==> config.mk <==
export PLATFORM = sky130hd
export DESIGN_NAME = qdac_serial_if
export DESIGN_NICKNAME = d
export VERILOG_FILES = /design/src/rtl/qdac_pkg.sv /design/src/rtl/qdac_sync.sv /design/src/rtl/qdac_serial_rx.sv /design/src/rtl/qdac_chan_bank.sv /design/src/rtl/qdac_serial_if.sv
export SDC_FILE = /design/constraint.sdc
export NUM_CORES = 1
export LEC_CHECK = 0
export ABC_AREA = 1
export CORE_MARGIN = 3
export CORE_UTILIZATION = 60
export DETAILED_ROUTE_END_ITERATION = 16
export PLACE_DENSITY_LB_ADDON = 0.25
export REMOVE_ABC_BUFFERS = 1
export SLEW_MARGIN = 20
export SYNTH_ARGS = -nofsm -noshare
export SYNTH_HDL_FRONTEND = slang
export SYNTH_SLANG_ARGS = --single-unit
==> constraint.sdc <==
create_clock -name clk -period 3.3 [get_ports clk]
set_clock_uncertainty 0.2 [all_clocks]
set_input_delay 0.99 -clock clk [delete_from_list [all_inputs] [get_ports clk]]
set_output_delay 0.99 -clock clk [all_outputs]
set_load 0.02 [all_outputs]
==> src/rtl/qdac_pkg.sv <==
package qdac_pkg;

   typedef struct packed {
      logic sclk;
      logic cs_n;
      logic sdi;
      logic ldac_n;
      logic rs_n;
      logic mid_sel;
   } qdac_pins_t;

   localparam int PINS_W = $bits(qdac_pins_t);

   localparam qdac_pins_t PINS_IDLE = '{
      sclk:    1'b0,
      cs_n:    1'b1,
      sdi:     1'b0,
      ldac_n:  1'b1,
      rs_n:    1'b1,
      mid_sel: 1'b0
   };

endpackage

==> src/rtl/qdac_sync.sv <==
module qdac_sync #(
   parameter int              W       = 1,
   parameter int              STAGES  = 2,
   parameter logic [W-1:0]    RST_VAL = '0
) (
   input  logic         clk,
   input  logic         por_n,
   input  logic [W-1:0] d,
   output logic [W-1:0] q
);

   logic [W-1:0] stg [STAGES];

   generate
      for (genvar s = 0; s < STAGES; s++) begin : g_stage
         if (s == 0) begin : g_first
            always_ff @(posedge clk or negedge por_n) begin
               if (!por_n) stg[0] <= RST_VAL;
               else        stg[0] <= d;
            end
         end else begin : g_next
            always_ff @(posedge clk or negedge por_n) begin
               if (!por_n) stg[s] <= RST_VAL;
               else        stg[s] <= stg[s-1];
            end
         end
      end
   endgenerate

   assign q = stg[STAGES-1];

endmodule

==> src/rtl/qdac_serial_rx.sv <==
module qdac_serial_rx #(
   parameter int FRAME_W = 18
) (
   input  logic               clk,
   input  logic               por_n,
   input  logic               sclk,
   input  logic               cs_n,
   input  logic               sdi,
   output logic               sdo,
   output logic               sclk_fall,
   output logic               frame_stb,
   output logic [FRAME_W-1:0] frame_word
);

   localparam int              CNT_W    = $clog2(FRAME_W + 1);
   localparam logic [CNT_W-1:0] CNT_FULL = CNT_W'(FRAME_W);

   logic               sclk_q;
   logic               cs_q;
   logic [FRAME_W-1:0] shreg;
   logic [CNT_W-1:0]   cnt;
   logic               sclk_rise;
   logic               cs_rise;
   logic               cs_fall;

   assign sclk_rise = sclk & ~sclk_q;
   assign sclk_fall = ~sclk & sclk_q;
   assign cs_rise   = cs_n & ~cs_q;
   assign cs_fall   = ~cs_n & cs_q;

   always_ff @(posedge clk or negedge por_n) begin
      if (!por_n) begin
         sclk_q    <= 1'b0;
         cs_q      <= 1'b1;
         shreg     <= '0;
         cnt       <= '0;
         sdo       <= 1'b0;
         frame_stb <= 1'b0;
      end else begin
         sclk_q    <= sclk;
         cs_q      <= cs_n;
         frame_stb <= cs_rise && (cnt == CNT_FULL);
         if (cs_fall) begin
            cnt <= '0;
         end else if (sclk_rise && !cs_n) begin
            shreg <= {shreg[FRAME_W-2:0], sdi};
            if (cnt != CNT_FULL) cnt <= cnt + 1'b1;
         end
         if (sclk_fall && !cs_n) sdo <= shreg[FRAME_W-1];
      end
   end

   assign frame_word = shreg;

endmodule

==> src/rtl/qdac_chan_bank.sv <==
module qdac_chan_bank #(
   parameter int NUM_CH = 4,
   parameter int CODE_W = 16,
   parameter int WORD_W = 16,
   parameter int ADDR_W = 2
) (
   input  logic                     clk,
   input  logic                     por_n,
   input  logic                     wr_stb,
   input  logic [ADDR_W-1:0]        wr_addr,
   input  logic [WORD_W-1:0]        wr_word,
   input  logic                     load_act,
   input  logic                     rst_act,
   input  logic                     rst_mid,
   output logic [NUM_CH-1:0]        wr_sel,
   output logic [NUM_CH*CODE_W-1:0] in_flat,
   output logic [NUM_CH*CODE_W-1:0] dac_flat
);

   localparam logic [CODE_W-1:0] MID_CODE = {1'b1, {(CODE_W-1){1'b0}}};

   logic [CODE_W-1:0] wr_code;
   logic [CODE_W-1:0] rst_code;

   generate
      if (CODE_W == WORD_W) begin : g_full_code
         assign wr_code = wr_word;
      end else begin : g_narrow_code
         assign wr_code = wr_word[CODE_W-1:0];
      end
   endgenerate

   assign rst_code = rst_mid ? MID_CODE : '0;

   generate
      for (genvar ch = 0; ch < NUM_CH; ch++) begin : g_ch
         logic [CODE_W-1:0] in_q;
         logic [CODE_W-1:0] dac_q;

         assign wr_sel[ch] = wr_stb && (wr_addr == ADDR_W'(ch));

         always_ff @(posedge clk or negedge por_n) begin
            if (!por_n) begin
               in_q  <= '0;
               dac_q <= '0;
            end else if (rst_act) begin
               in_q  <= rst_code;
               dac_q <= rst_code;
            end else begin
               if (wr_sel[ch]) in_q  <= wr_code;
               if (load_act)   dac_q <= in_q;
            end
         end

         assign in_flat[ch*CODE_W +: CODE_W]  = in_q;
         assign dac_flat[ch*CODE_W +: CODE_W] = dac_q;
      end
   endgenerate

endmodule

==> src/rtl/qdac_serial_if.sv <==
module qdac_serial_if
   import qdac_pkg::*;
#(
   parameter int NUM_CH      = 4,
   parameter int CODE_W      = 16,
   parameter int WORD_W      = 16,
   parameter int SYNC_STAGES = 2
) (
   input  logic                     clk,
   input  logic                     por_n,
   input  logic                     sclk_i,
   input  logic                     cs_n_i,
   input  logic                     sdi_i,
   output logic                     sdo_o,
   input  logic                     ldac_n_i,
   input  logic                     rs_n_i,
   input  logic                     mid_sel_i,
   output logic [NUM_CH*CODE_W-1:0] dac_code_o
);

   localparam int ADDR_W  = (NUM_CH > 1) ? $clog2(NUM_CH) : 1;
   localparam int FRAME_W = ADDR_W + WORD_W;

   generate
      if (NUM_CH < 2 || NUM_CH > 16) begin : g_bad_ch
         $error("qdac_serial_if: NUM_CH out of range");
      end
      if (CODE_W < 2 || CODE_W > WORD_W) begin : g_bad_code
         $error("qdac_serial_if: CODE_W must be 2..WORD_W");
      end
      if (SYNC_STAGES < 2) begin : g_bad_sync
         $error("qdac_serial_if: SYNC_STAGES must be at least 2");
      end
   endgenerate

   qdac_pins_t               pins_raw;
   qdac_pins_t               pins_s;
   logic                     sclk_fall;
   logic                     frame_stb;
   logic [FRAME_W-1:0]       frame_word;
   logic                     load_act;
   logic                     rst_act;
   logic [NUM_CH-1:0]        wr_sel;
   logic [NUM_CH*CODE_W-1:0] in_flat;

   assign pins_raw = '{
      sclk:    sclk_i,
      cs_n:    cs_n_i,
      sdi:     sdi_i,
      ldac_n:  ldac_n_i,
      rs_n:    rs_n_i,
      mid_sel: mid_sel_i
   };

   qdac_sync #(
      .W       (PINS_W),
      .STAGES  (SYNC_STAGES),
      .RST_VAL (PINS_IDLE)
   ) i_sync (
      .clk   (clk),
      .por_n (por_n),
      .d     (pins_raw),
      .q     (pins_s)
   );

   qdac_serial_rx #(
      .FRAME_W (FRAME_W)
   ) i_rx (
      .clk        (clk),
      .por_n      (por_n),
      .sclk       (pins_s.sclk),
      .cs_n       (pins_s.cs_n),
      .sdi        (pins_s.sdi),
      .sdo        (sdo_o),
      .sclk_fall  (sclk_fall),
      .frame_stb  (frame_stb),
      .frame_word (frame_word)
   );

   assign load_act = ~pins_s.ldac_n;
   assign rst_act  = ~pins_s.rs_n;

   qdac_chan_bank #(
      .NUM_CH (NUM_CH),
      .CODE_W (CODE_W),
      .WORD_W (WORD_W),
      .ADDR_W (ADDR_W)
   ) i_bank (
      .clk      (clk),
      .por_n    (por_n),
      .wr_stb   (frame_stb),
      .wr_addr  (frame_word[FRAME_W-1 -: ADDR_W]),
      .wr_word  (frame_word[WORD_W-1:0]),
      .load_act (load_act),
      .rst_act  (rst_act),
      .rst_mid  (pins_s.mid_sel),
      .wr_sel   (wr_sel),
      .in_flat  (in_flat),
      .dac_flat (dac_code_o)
   );

endmodule

==> metrics, run 1 <==
area fraction of the dominant cell type after synthesis 60.2%; Routed WL 14000 um; 1st-pass router iterations 5; DR vias 4940; DRT iter0 DRCs 310; Sw Pwr 0.00102 W; Worst Setup SP i_bank.g_ch[0].dac_q[7]$_DFFE_PN0P_; vias per cell 5.49; synth top area cells dfrtp_1, nand2_1, o31ai_1; GPL Wtd Cong 0.799; LEAKAGE 3.70 nW; fraction of synthesized cell area in xor and xnor cells 0%; starting density of the core 63.1%; Clock Pin Slew Worst Setup and Hold Paths 0.07 ns; average cell area after synthesis 9.69 um2; share of cells above drive strength 1 7.86%; critical path's slowest cell clkdlybuf4s50_1; post-synth cell types 26; Worst-Margin Slew 1.08 ns; CP Buf/Inv Count 1; post-synthesis simple-gate area fraction 15.7%; total grt overflow 0; Clk pwr share 44.8%; main combinational cell family by area after synthesis simple AND/OR/NAND/NOR gates; Synth Warn # 0; Setup crit end kind output pin; delay-heaviest family, CP buffers and inverters; total CTS buffers 17; DIE HEIGHT 111 um; flop2flop setup slack 1.00 ns; Critical Path Sink dac_code_o[7]; vias in the first global route 5058; worst slack, placed 1.08 ns; postcts setup bufs 0; Mapped Area 6660 um2; P_int 0.00328 W; Slew headroom 27.9%; Yosys top cell by area dfrtp_1; n_diodes 0; crit path time final 2.70 ns; Hold Buf Count CTS 0; CTS max path bufs 2; worst hold path class reg -> reg; initial antenna violation count 0; Post-Synthesis Cells 687; mux contribution to synthesized area 0%; worst r2r path cells 6; reg-to-reg critical path startpoint i_sync.q[1]$_DFF_PN1_; compound-gate portion of the synthesized area 11.9%; Final Hold Viols 0; Worst path depth 1; sequential-to-total area share from yosys stat 62.9%; CP Class reg -> out; Die X 111 um; H-tree Lvls 4; setup slack after layout 0.601 ns; MaxCap Viol Count 0; highest-count cells in the layout ignoring fill and taps nand2_1, dfrtp_1, inv_1; root buf cell clkbuf_8; io pins 73; area delta synth->final 19.3%; cell breakdown of the critical path clkdlybuf4s50_1; commonest non-fill, non-tap cell in the layout nand2_1; #FFs+latches synth 167; Final period util 81.8%; Layout Nets 760; fmax 371 MHz; Inst Count DP 867; final cell count without fillers 899; core area 10600 um2; post_cts resized 0; maximum VDD drop 0.301 mV; WP data required 2.11 ns; Final Max Slew Viols 0; outcome finished clean; first-pass GRT wire length 24400 um; r2r endpoint i_bank.g_ch[3].in_q[15]$_DFFE_PN0P_; DP Wirelength 8540 um; adder-cell area share of the yosys netlist 0.376%; fillers 729; row count 37; RSZ-0062 raised after global routing false; CP max stage delay 0.62 ns; clk_lat worst skew 0.53 ns; DRC viols 0; Power Dens Cells 542 nW/um2; switching fraction of total power 23.8%; startpoint class of the critical path flip-flop; Critical Path AT 1.51 ns; Comb pwr share 5.4%; CTS tree built; CP max FO 2; Sequential Power Share 49.8%; pin count of the biggest net entering global routing 76; CTS sink cnt 167; Antenna Nets Post-Route 0; gr usage total 24.3%; routed len/inst 15.6 um; Final setup viols 0; setup TNS 0 ns; PortBufs 72; Die ar. 12400 um2
## through the flow
| stage | cell area, um2 | total power, W | hold slack (ns) | util (%) |
|---|---|---|---|---|
| after detailed placement | 7360 | 0.00241 | 0.136 | 69.7 |
| after global routing | 7940 | 0.00445 | 0.160 | 75.2 |
| after CTS | 7940 | 0.00433 | 0.151 | 75.2 |
| final | 7940 | 0.00430 | 0.148 | 75.2 |
| after floorplan | 6410 | 0.00229 | 0.131 | - |
| after global placement | 7360 | 0.00240 | 0.134 | 69.7 |
## cells in the mapped netlist
cell type    n
nand3_1     20
clkbuf_1     5
inv_1       91
o211ai_1     1
buf_6       10
clkinv_2     1
nand2_2      6
clkbuf_2     2
inv_4        2
o31ai_1     60
nand3_4      1
buf_2       13
buf_1        1
dfstp_2      7
nor2_4       1
dfrtp_1    160
o21ai_1     16
ha_1         2
nor3_1       1
buf_4        4
nand4_1      2
nand2_1    221
nor2_2       1
o21ai_0     51
inv_2        2
nor2_1       6
## per-layer routing
layer / vias to the layer above / track usage, % / wire [um]
li1: 2309 / - / -
met1: 2462 / 31.6 / 6080
met2: 141 / 41.1 / 7110
met3: 28 / 4.75 / 600
met4: 0 / 8.60 / 248
met5: - / 0 / 0
## worst min path at each step
stage                     slack [ns]  cells after the start                    end                     start
after floorplan                 0.13                      0  i_sync.q[0]$_DFF_PN0_   i_sync.stg[6]$_DFF_PN0_
after global placement          0.13                      0  i_sync.q[0]$_DFF_PN0_   i_sync.stg[6]$_DFF_PN0_
after detailed placement        0.14                      0  i_sync.q[5]$_DFF_PN0_  i_sync.stg[11]$_DFF_PN0_
after CTS                       0.15                      0  i_sync.q[5]$_DFF_PN0_  i_sync.stg[11]$_DFF_PN0_
after global routing            0.16                      0  i_sync.q[5]$_DFF_PN0_  i_sync.stg[11]$_DFF_PN0_
final                           0.15                      0  i_sync.q[5]$_DFF_PN0_  i_sync.stg[11]$_DFF_PN0_
## power by group through the flow
stage,registers [W],clock network [W],logic [W]
floorplan,0.00219,0,0.0000949
global placement,0.00218,0,0.000224
detailed placement,0.00218,0,0.000232
CTS,0.00214,0.00195,0.000236
global route,0.00215,0.00204,0.000263
finish,0.00214,0.00193,0.000232
## logic make-up (layout without fill, tap and decap cells)
logic type,Yosys count,in the layout
compound gates,128,128
fa+ha+maj,2,2
simple gates,259,259
buf+inv,131,207
flops,167,167
## registers in the layout, summed over array words and instances, names as in the netlist
signal and flops:
i_bank.g_ch.dac_q 64, i_bank.g_ch.in_q 64, i_rx.cnt 5, i_rx.cs_q 1, i_rx.frame_stb 1, i_rx.frame_word 18
i_rx.sclk_q 1, i_rx.sdo 1, i_sync.q 6, i_sync.stg 6
## area by class of cell
| type | instances | area (um2) | area share (%) |
|---|---|---|---|
| sequential | 167 | 4190 | 52.8 |
| timing repair buffer | 79 | 774 | 9.76 |
| clock inverter | 13 | 146 | 1.84 |
| multi-input combinational | 389 | 1860 | 23.4 |
| clock buffer | 19 | 432 | 5.44 |
| tap | 136 | 170 | 2.14 |
| inverter | 96 | 367 | 4.62 |
Power figures use the tool's default switching activity.
==> inputs of run 2 (changes only) <==
--- a/config.mk
+++ b/config.mk
@@ -7,7 +7,7 @@
 export LEC_CHECK = 0
 export ABC_AREA = 1
 export CORE_MARGIN = 3
-export CORE_UTILIZATION = 60
+export CORE_UTILIZATION = 50
 export DETAILED_ROUTE_END_ITERATION = 16
 export PLACE_DENSITY_LB_ADDON = 0.25
 export REMOVE_ABC_BUFFERS = 1
==> constraint.sdc (replaced) <==
create_clock -name clk -period 2.4 [get_ports clk]
set_clock_uncertainty 0.2 [all_clocks]
set_input_delay 0.72 -clock clk [delete_from_list [all_inputs] [get_ports clk]]
set_output_delay 0.72 -clock clk [all_outputs]
set_load 0.02 [all_outputs]
==> run 2 against run 1 <==
Against the previous run:
- critical endpoint is now dac_code_o[15]
- first-iteration DRC count up 40%
- hold slack gained 0.0019 ns
- sequential power is 38% higher
- core utilization decreased by 12 points
- power rose by 46%
- sequential cell count unchanged
- cell count increased by 4.6%
==> metrics, run 2 (same netlist as run 1, synthesis figures left out) <==
Hold Buf Count CTS 1 (+1); r2r endpoint i_bank.g_ch[0].in_q[15]$_DFFE_PN0P_; vias in the first global route 4714 (-6.8%); Comb pwr share 5.3% (about the same); Critical Path AT 1.42 ns (-0.09 ns); share of cells above drive strength 1 8.46% (+0.60 points); maximum VDD drop 0.481 mV (+60%); CP max stage delay 0.61 ns (about the same); core area 12800 um2 (+22%); clk_lat worst skew 0.43 ns (-0.10 ns); flop2flop setup slack 0.50 ns (-0.50 ns); Final Hold Viols 0 (unchanged); setup TNS 0 ns (unchanged); DR vias 4833 (-2.2%); root buf cell clkbuf_16; DP Wirelength 8830 um (+3.4%); Setup crit end kind output pin; io pins 73 (unchanged); Antenna Nets Post-Route 0 (unchanged); DRC viols 0 (unchanged); commonest non-fill, non-tap cell in the layout nand2_1; Routed WL 14000 um (-0.51%); n_diodes 0 (unchanged); highest-count cells in the layout ignoring fill and taps nand2_1, dfrtp_1, inv_1; WP data required 1.48 ns (-0.63 ns); Die X 121 um (+9.0%); DIE HEIGHT 121 um (+9.0%); reg-to-reg critical path startpoint i_sync.q[1]$_DFF_PN1_; MaxCap Viol Count 0 (unchanged); Clk pwr share 47.9% (+3.1 points); delay-heaviest family, CP buffers and inverters; Power Dens Cells 775 nW/um2 (+43%); CTS max path bufs 2 (unchanged); pin count of the biggest net entering global routing 54 (-29%); CP Class reg -> out; LEAKAGE 3.78 nW (+1.9%); crit path time final 2.34 ns; critical path's slowest cell clkdlybuf4s50_1; total grt overflow 0 (unchanged); postcts setup bufs 0 (unchanged); outcome finished clean; fmax 428 MHz; startpoint class of the critical path flip-flop; routed len/inst 14.9 um (-4.8%); Layout Nets 765 (+0.66%); CTS tree built; first-pass GRT wire length 23200 um (-4.8%); RSZ-0062 raised after global routing false; P_int 0.00492 W (+50%); Hold Crit Depth 0 (unchanged); Final Max Slew Viols 0 (unchanged); 1st-pass router iterations 5 (unchanged); PortBufs 72 (unchanged); fillers 1027 (+41%); H-tree Lvls 4 (unchanged); total CTS buffers 17 (unchanged); worst hold path class reg -> reg; Hold Worst Slack 0.150 ns (+0.00188 ns); GPL Wtd Cong 0.829 (+3.7%); Die ar. 14700 um2 (+19%); area delta synth->final 22.2%; Final period util 97.3%; post_cts resized 0 (unchanged); CP Buf/Inv Count 1 (unchanged); switching fraction of total power 21.9% (-1.9 points); Min-Delay Endpoint i_sync.q[5]$_DFF_PN0_; worst r2r path cells 5 (-1); CTS sink cnt 167 (unchanged); Sw Pwr 0.00138 W (+35%); starting density of the core 51.9% (-11 points); CP max FO 2 (unchanged); Clock Pin Slew Worst Setup and Hold Paths 0.06 ns (about the same); cell breakdown of the critical path clkdlybuf4s50_1; Slew headroom 58.7% (+31 points); hold path startpoint i_sync.stg[11]$_DFF_PN0_; row count 41 (+11%); initial antenna violation count 0 (unchanged); vias per cell 5.14 (-6.4%); Sequential Power Share 46.8% (-3.0 points); Final setup viols 0 (unchanged); Worst-Margin Slew 0.618 ns (-0.460 ns); gr usage total 20.1% (-4.1 points); DRT iter0 DRCs 435 (+40%)
## run 2: cell types whose count changed in the layout (fill, tap and decap cells not counted), sizes merged, moves of 2 or more
| cell | delta |
|---|---|
| buf | +4 |
| inv | -3 |
| bufinv | +3 |
| clkinv | -2 |
## run 2: how the worst max path moves through the flow
stage / from / end / depth (start not counted)
after floorplan: i_sync.q[2]$_DFF_PN1_ / i_bank.g_ch[0].dac_q[15]$_DFFE_PN0P_ / 4
after global placement: i_bank.g_ch[0].dac_q[15]$_DFFE_PN0P_ / dac_code_o[15] / 1
after detailed placement: i_bank.g_ch[1].dac_q[3]$_DFFE_PN0P_ / dac_code_o[19] / 1
after CTS: i_bank.g_ch[0].dac_q[15]$_DFFE_PN0P_ / dac_code_o[15] / 1
after global routing: i_bank.g_ch[1].dac_q[15]$_DFFE_PN0P_ / dac_code_o[31] / 1
final: i_bank.g_ch[0].dac_q[15]$_DFFE_PN0P_ / dac_code_o[15] / 1
## run 2: worst reg2reg max path, cell delays in order (launching register included)
cell and delay, ns:
dfstp_2 0.75, inv_4 0.20, nand2_1 0.23, nand2_1 0.16, nand2_1 0.12, o21ai_0 0.12
## run 2: final cells by class
cell class                      instances  area, um2  share of cell area (%)
Clock buffer                           20        467                    5.74
Clock inverter                         12        196                    2.42
Inverter                               96        367                    4.51
Multi-Input combinational cell        389       1860                    22.9
Sequential cell                       167       4190                    51.5
Tap cell                              172        215                    2.65
Timing Repair Buffer                   84        840                    10.3
## run 2: through the flow
stage	worst slack [ns]	power [W]	util [%]	cell area, um2	instances
floorplan	0.401	0.00315	-	6410	652
global placement	0.520	0.00332	58.2	7460	907
detailed placement	0.518	0.00333	58.2	7460	907
CTS	0.0519	0.00635	63.4	8130	940
global route	0.0187	0.00652	63.4	8130	940
finish	0.0639	0.00630	63.4	8130	940
## run 2: power by group through the flow
| stage | clock, W | sequential [W] | combinational (W) |
|---|---|---|---|
| after floorplan | 0 | 0.00302 | 0.000131 |
| after global placement | 0 | 0.00300 | 0.000322 |
| after detailed placement | 0 | 0.00300 | 0.000332 |
| after CTS | 0.00306 | 0.00295 | 0.000338 |
| after global routing | 0.00318 | 0.00296 | 0.000376 |
| final | 0.00302 | 0.00295 | 0.000331 |
## run 2: metal layers
layer | track usage [%] | part of all wire [%] | up-vias
met2 | 31.8 | 48 | 143
met4 | 6.86 | 1.5 | 0
met1 | 27.6 | 44 | 2352
met3 | 4.76 | 6.0 | 18
li1 | - | - | 2320
met5 | 0 | 0 | -
==> inputs of run 3 (changes only) <==
--- a/config.mk
+++ b/config.mk
@@ -9,7 +9,7 @@
 export CORE_MARGIN = 3
 export CORE_UTILIZATION = 50
 export DETAILED_ROUTE_END_ITERATION = 16
-export PLACE_DENSITY_LB_ADDON = 0.25
+export PLACE_DENSITY_LB_ADDON = 0.15
 export REMOVE_ABC_BUFFERS = 1
 export SLEW_MARGIN = 20
 export SYNTH_ARGS = -nofsm -noshare
==> run 3 against run 2 <==
Against the previous run:
- hold slack got worse by 0.14 ns
- final area fell by 1.7%
- combinational power barely moved
- sequential share of layout area rose by 0.88 points
- critical path depth did not move
- via count fell by 1.6%
- routed wire length fell by 4.1%
- die area did not move
- power fell by 9.4%
- highest routed layer unchanged
==> metrics, run 3 (same netlist as run 1, synthesis figures left out) <==
RSZ-0062 raised after global routing false; Die X 121 um (unchanged); area of the multi-input gates 1860 um2 (unchanged); PnR Total Power 0.00571 W (-9.4%); Die ar. 14700 um2 (unchanged); root buf cell clkbuf_16; CP Class reg -> out; Power Dens Cells 714 nW/um2 (-7.9%); Layout Nets 765 (unchanged); CP max FO 2 (unchanged); DRC viols 0 (unchanged); area delta synth->final 20.2%; worst hold path class in -> async; Critical Path AT 1.39 ns (-0.03 ns); Final Max Slew Viols 0 (unchanged); PortBufs 72 (unchanged); gr usage total 19.8% (-0.29 points); DRT iter0 DRCs 379 (-13%); register area 4190 um2 (unchanged); Setup crit end kind output pin; CP max stage delay 0.61 ns (about the same); Util after Layout 62.4% (-1.1 points); core area 12800 um2 (unchanged); fillers 1055 (+2.7%); critical path's slowest cell clkdlybuf4s50_1; 1st-pass router iterations 6 (+1); vias per cell 5.06 (-1.6%); initial antenna violation count 0 (unchanged); Hold Worst Slack 0.0118 ns (-0.138 ns); io pins 73 (unchanged); Final setup viols 0 (unchanged); total CTS buffers 17 (unchanged); routed len/inst 14.2 um (-4.1%); startpoint class of the critical path flip-flop; CTS tree built; n_diodes 0 (unchanged); crit path time final 2.31 ns (-0.0239 ns); Final period util 96.3% (-1.0 points); Routed WL 13400 um (-4.1%); Inst Count DP 908 (+0.11%); DR vias 4755 (-1.6%); WP data required 1.48 ns (about the same); final cell count without fillers 940 (unchanged); post_cts resized 0 (unchanged); Clock Pin Slew Worst Setup and Hold Paths 0.06 ns (about the same); fmax 433 MHz (+1.0%); Antenna Nets Post-Route 0 (unchanged); first-pass GRT wire length 22800 um (-1.8%); total grt overflow 0 (unchanged); MaxCap Viol Count 0 (unchanged); setup TNS 0 ns (unchanged); DIE HEIGHT 121 um (unchanged); GPL Wtd Cong 0.793 (-4.3%); delay-heaviest family, CP buffers and inverters; maximum VDD drop 0.373 mV (-22%); CTS sink cnt 167 (unchanged); pin count of the biggest net entering global routing 43 (-20%); cell breakdown of the critical path clkdlybuf4s50_1; row count 41 (unchanged); share of cells above drive strength 1 7.42% (-1.0 points); highest-count cells in the layout ignoring fill and taps nand2_1, dfrtp_1, inv_1; commonest non-fill, non-tap cell in the layout nand2_1; Worst-Margin Slew 0.631 ns (+0.0131 ns); Final Hold Viols 0 (unchanged); DP Wirelength 8640 um (-2.1%); CP Buf/Inv Count 1 (unchanged); starting density of the core 51.9% (unchanged); LEAKAGE 3.71 nW (-1.7%); postcts setup bufs 0 (unchanged); Slew headroom 57.8% (-0.87 points); H-tree Lvls 4 (unchanged); clk_lat worst skew 0.42 ns (about the same); outcome finished clean; Hold Buf Count CTS 0 (-1); CTS max path bufs 2 (unchanged); vias in the first global route 4657 (-1.2%)
## run 3: changes by cell type in the layout (fill, tap and decap cells not counted), sizes merged
cell,before,now
clkbuf,20,26
bufinv,5,1
clkinvlp,3,1
buf,12,13
clkinv,4,5
dlygate4sd3,1,0
inv,96,95
## run 3: worst paths after layout
kind / startpoint / endpoint / slack [ns] / cells past startpoint
max: i_bank.g_ch[2].dac_q[6]$_DFFE_PN0P_ / dac_code_o[38] / 0.09 / 1
min: por_n / i_bank.g_ch[0].dac_q[0]$_DFFE_PN0P_ / 0.01 / 1
max reg2reg: i_sync.q[1]$_DFF_PN1_ / i_bank.g_ch[2].dac_q[5]$_DFFE_PN0P_ / 0.48 / 3
min reg2reg: i_sync.stg[6]$_DFF_PN0_ / i_sync.q[0]$_DFF_PN0_ / 0.15 / 0
max in group asynchronous: por_n / i_sync.stg[8]$_DFF_PN1_ / 1.34 / 2
min in group clk: i_sync.stg[6]$_DFF_PN0_ / i_sync.q[0]$_DFF_PN0_ / 0.15 / 0
## run 3: cell type report
type	count	area share, %
Multi-Input combinational cell	389	23.3
Tap cell	172	2.69
Sequential cell	167	52.4
Inverter	96	4.58
Clock buffer	26	5.74
Clock inverter	6	0.720
Timing Repair Buffer	84	10.6
## run 3: power by group
group	switching [W]	internal, W	total, W
sequential	0.0000491	0.00290	0.00295
clock	0.00101	0.00142	0.00243
combinational	0.000235	0.0000979	0.000333
total	0.00129	0.00442	0.00571
## run 3: through the flow
stage | setup slack [ns] | instance area [um2]
6_report | 0.0879 | 8000
5_1_grt | 0.0185 | 8000
4_1_cts | 0.0573 | 8000
3_5_place_dp | 0.469 | 7480
3_3_place_gp | 0.508 | 7480
2_1_floorplan | 0.401 | 6410
## run 3: routing by layer
metal / GRT usage (%) / up-vias / wire [um]
li1: - / 2315 / -
met1: 27.1 / 2303 / 6210
met2: 30.9 / 118 / 6310
met3: 4.76 / 19 / 660
met4: 7.70 / 0 / 211
met5: 0 / - / 0
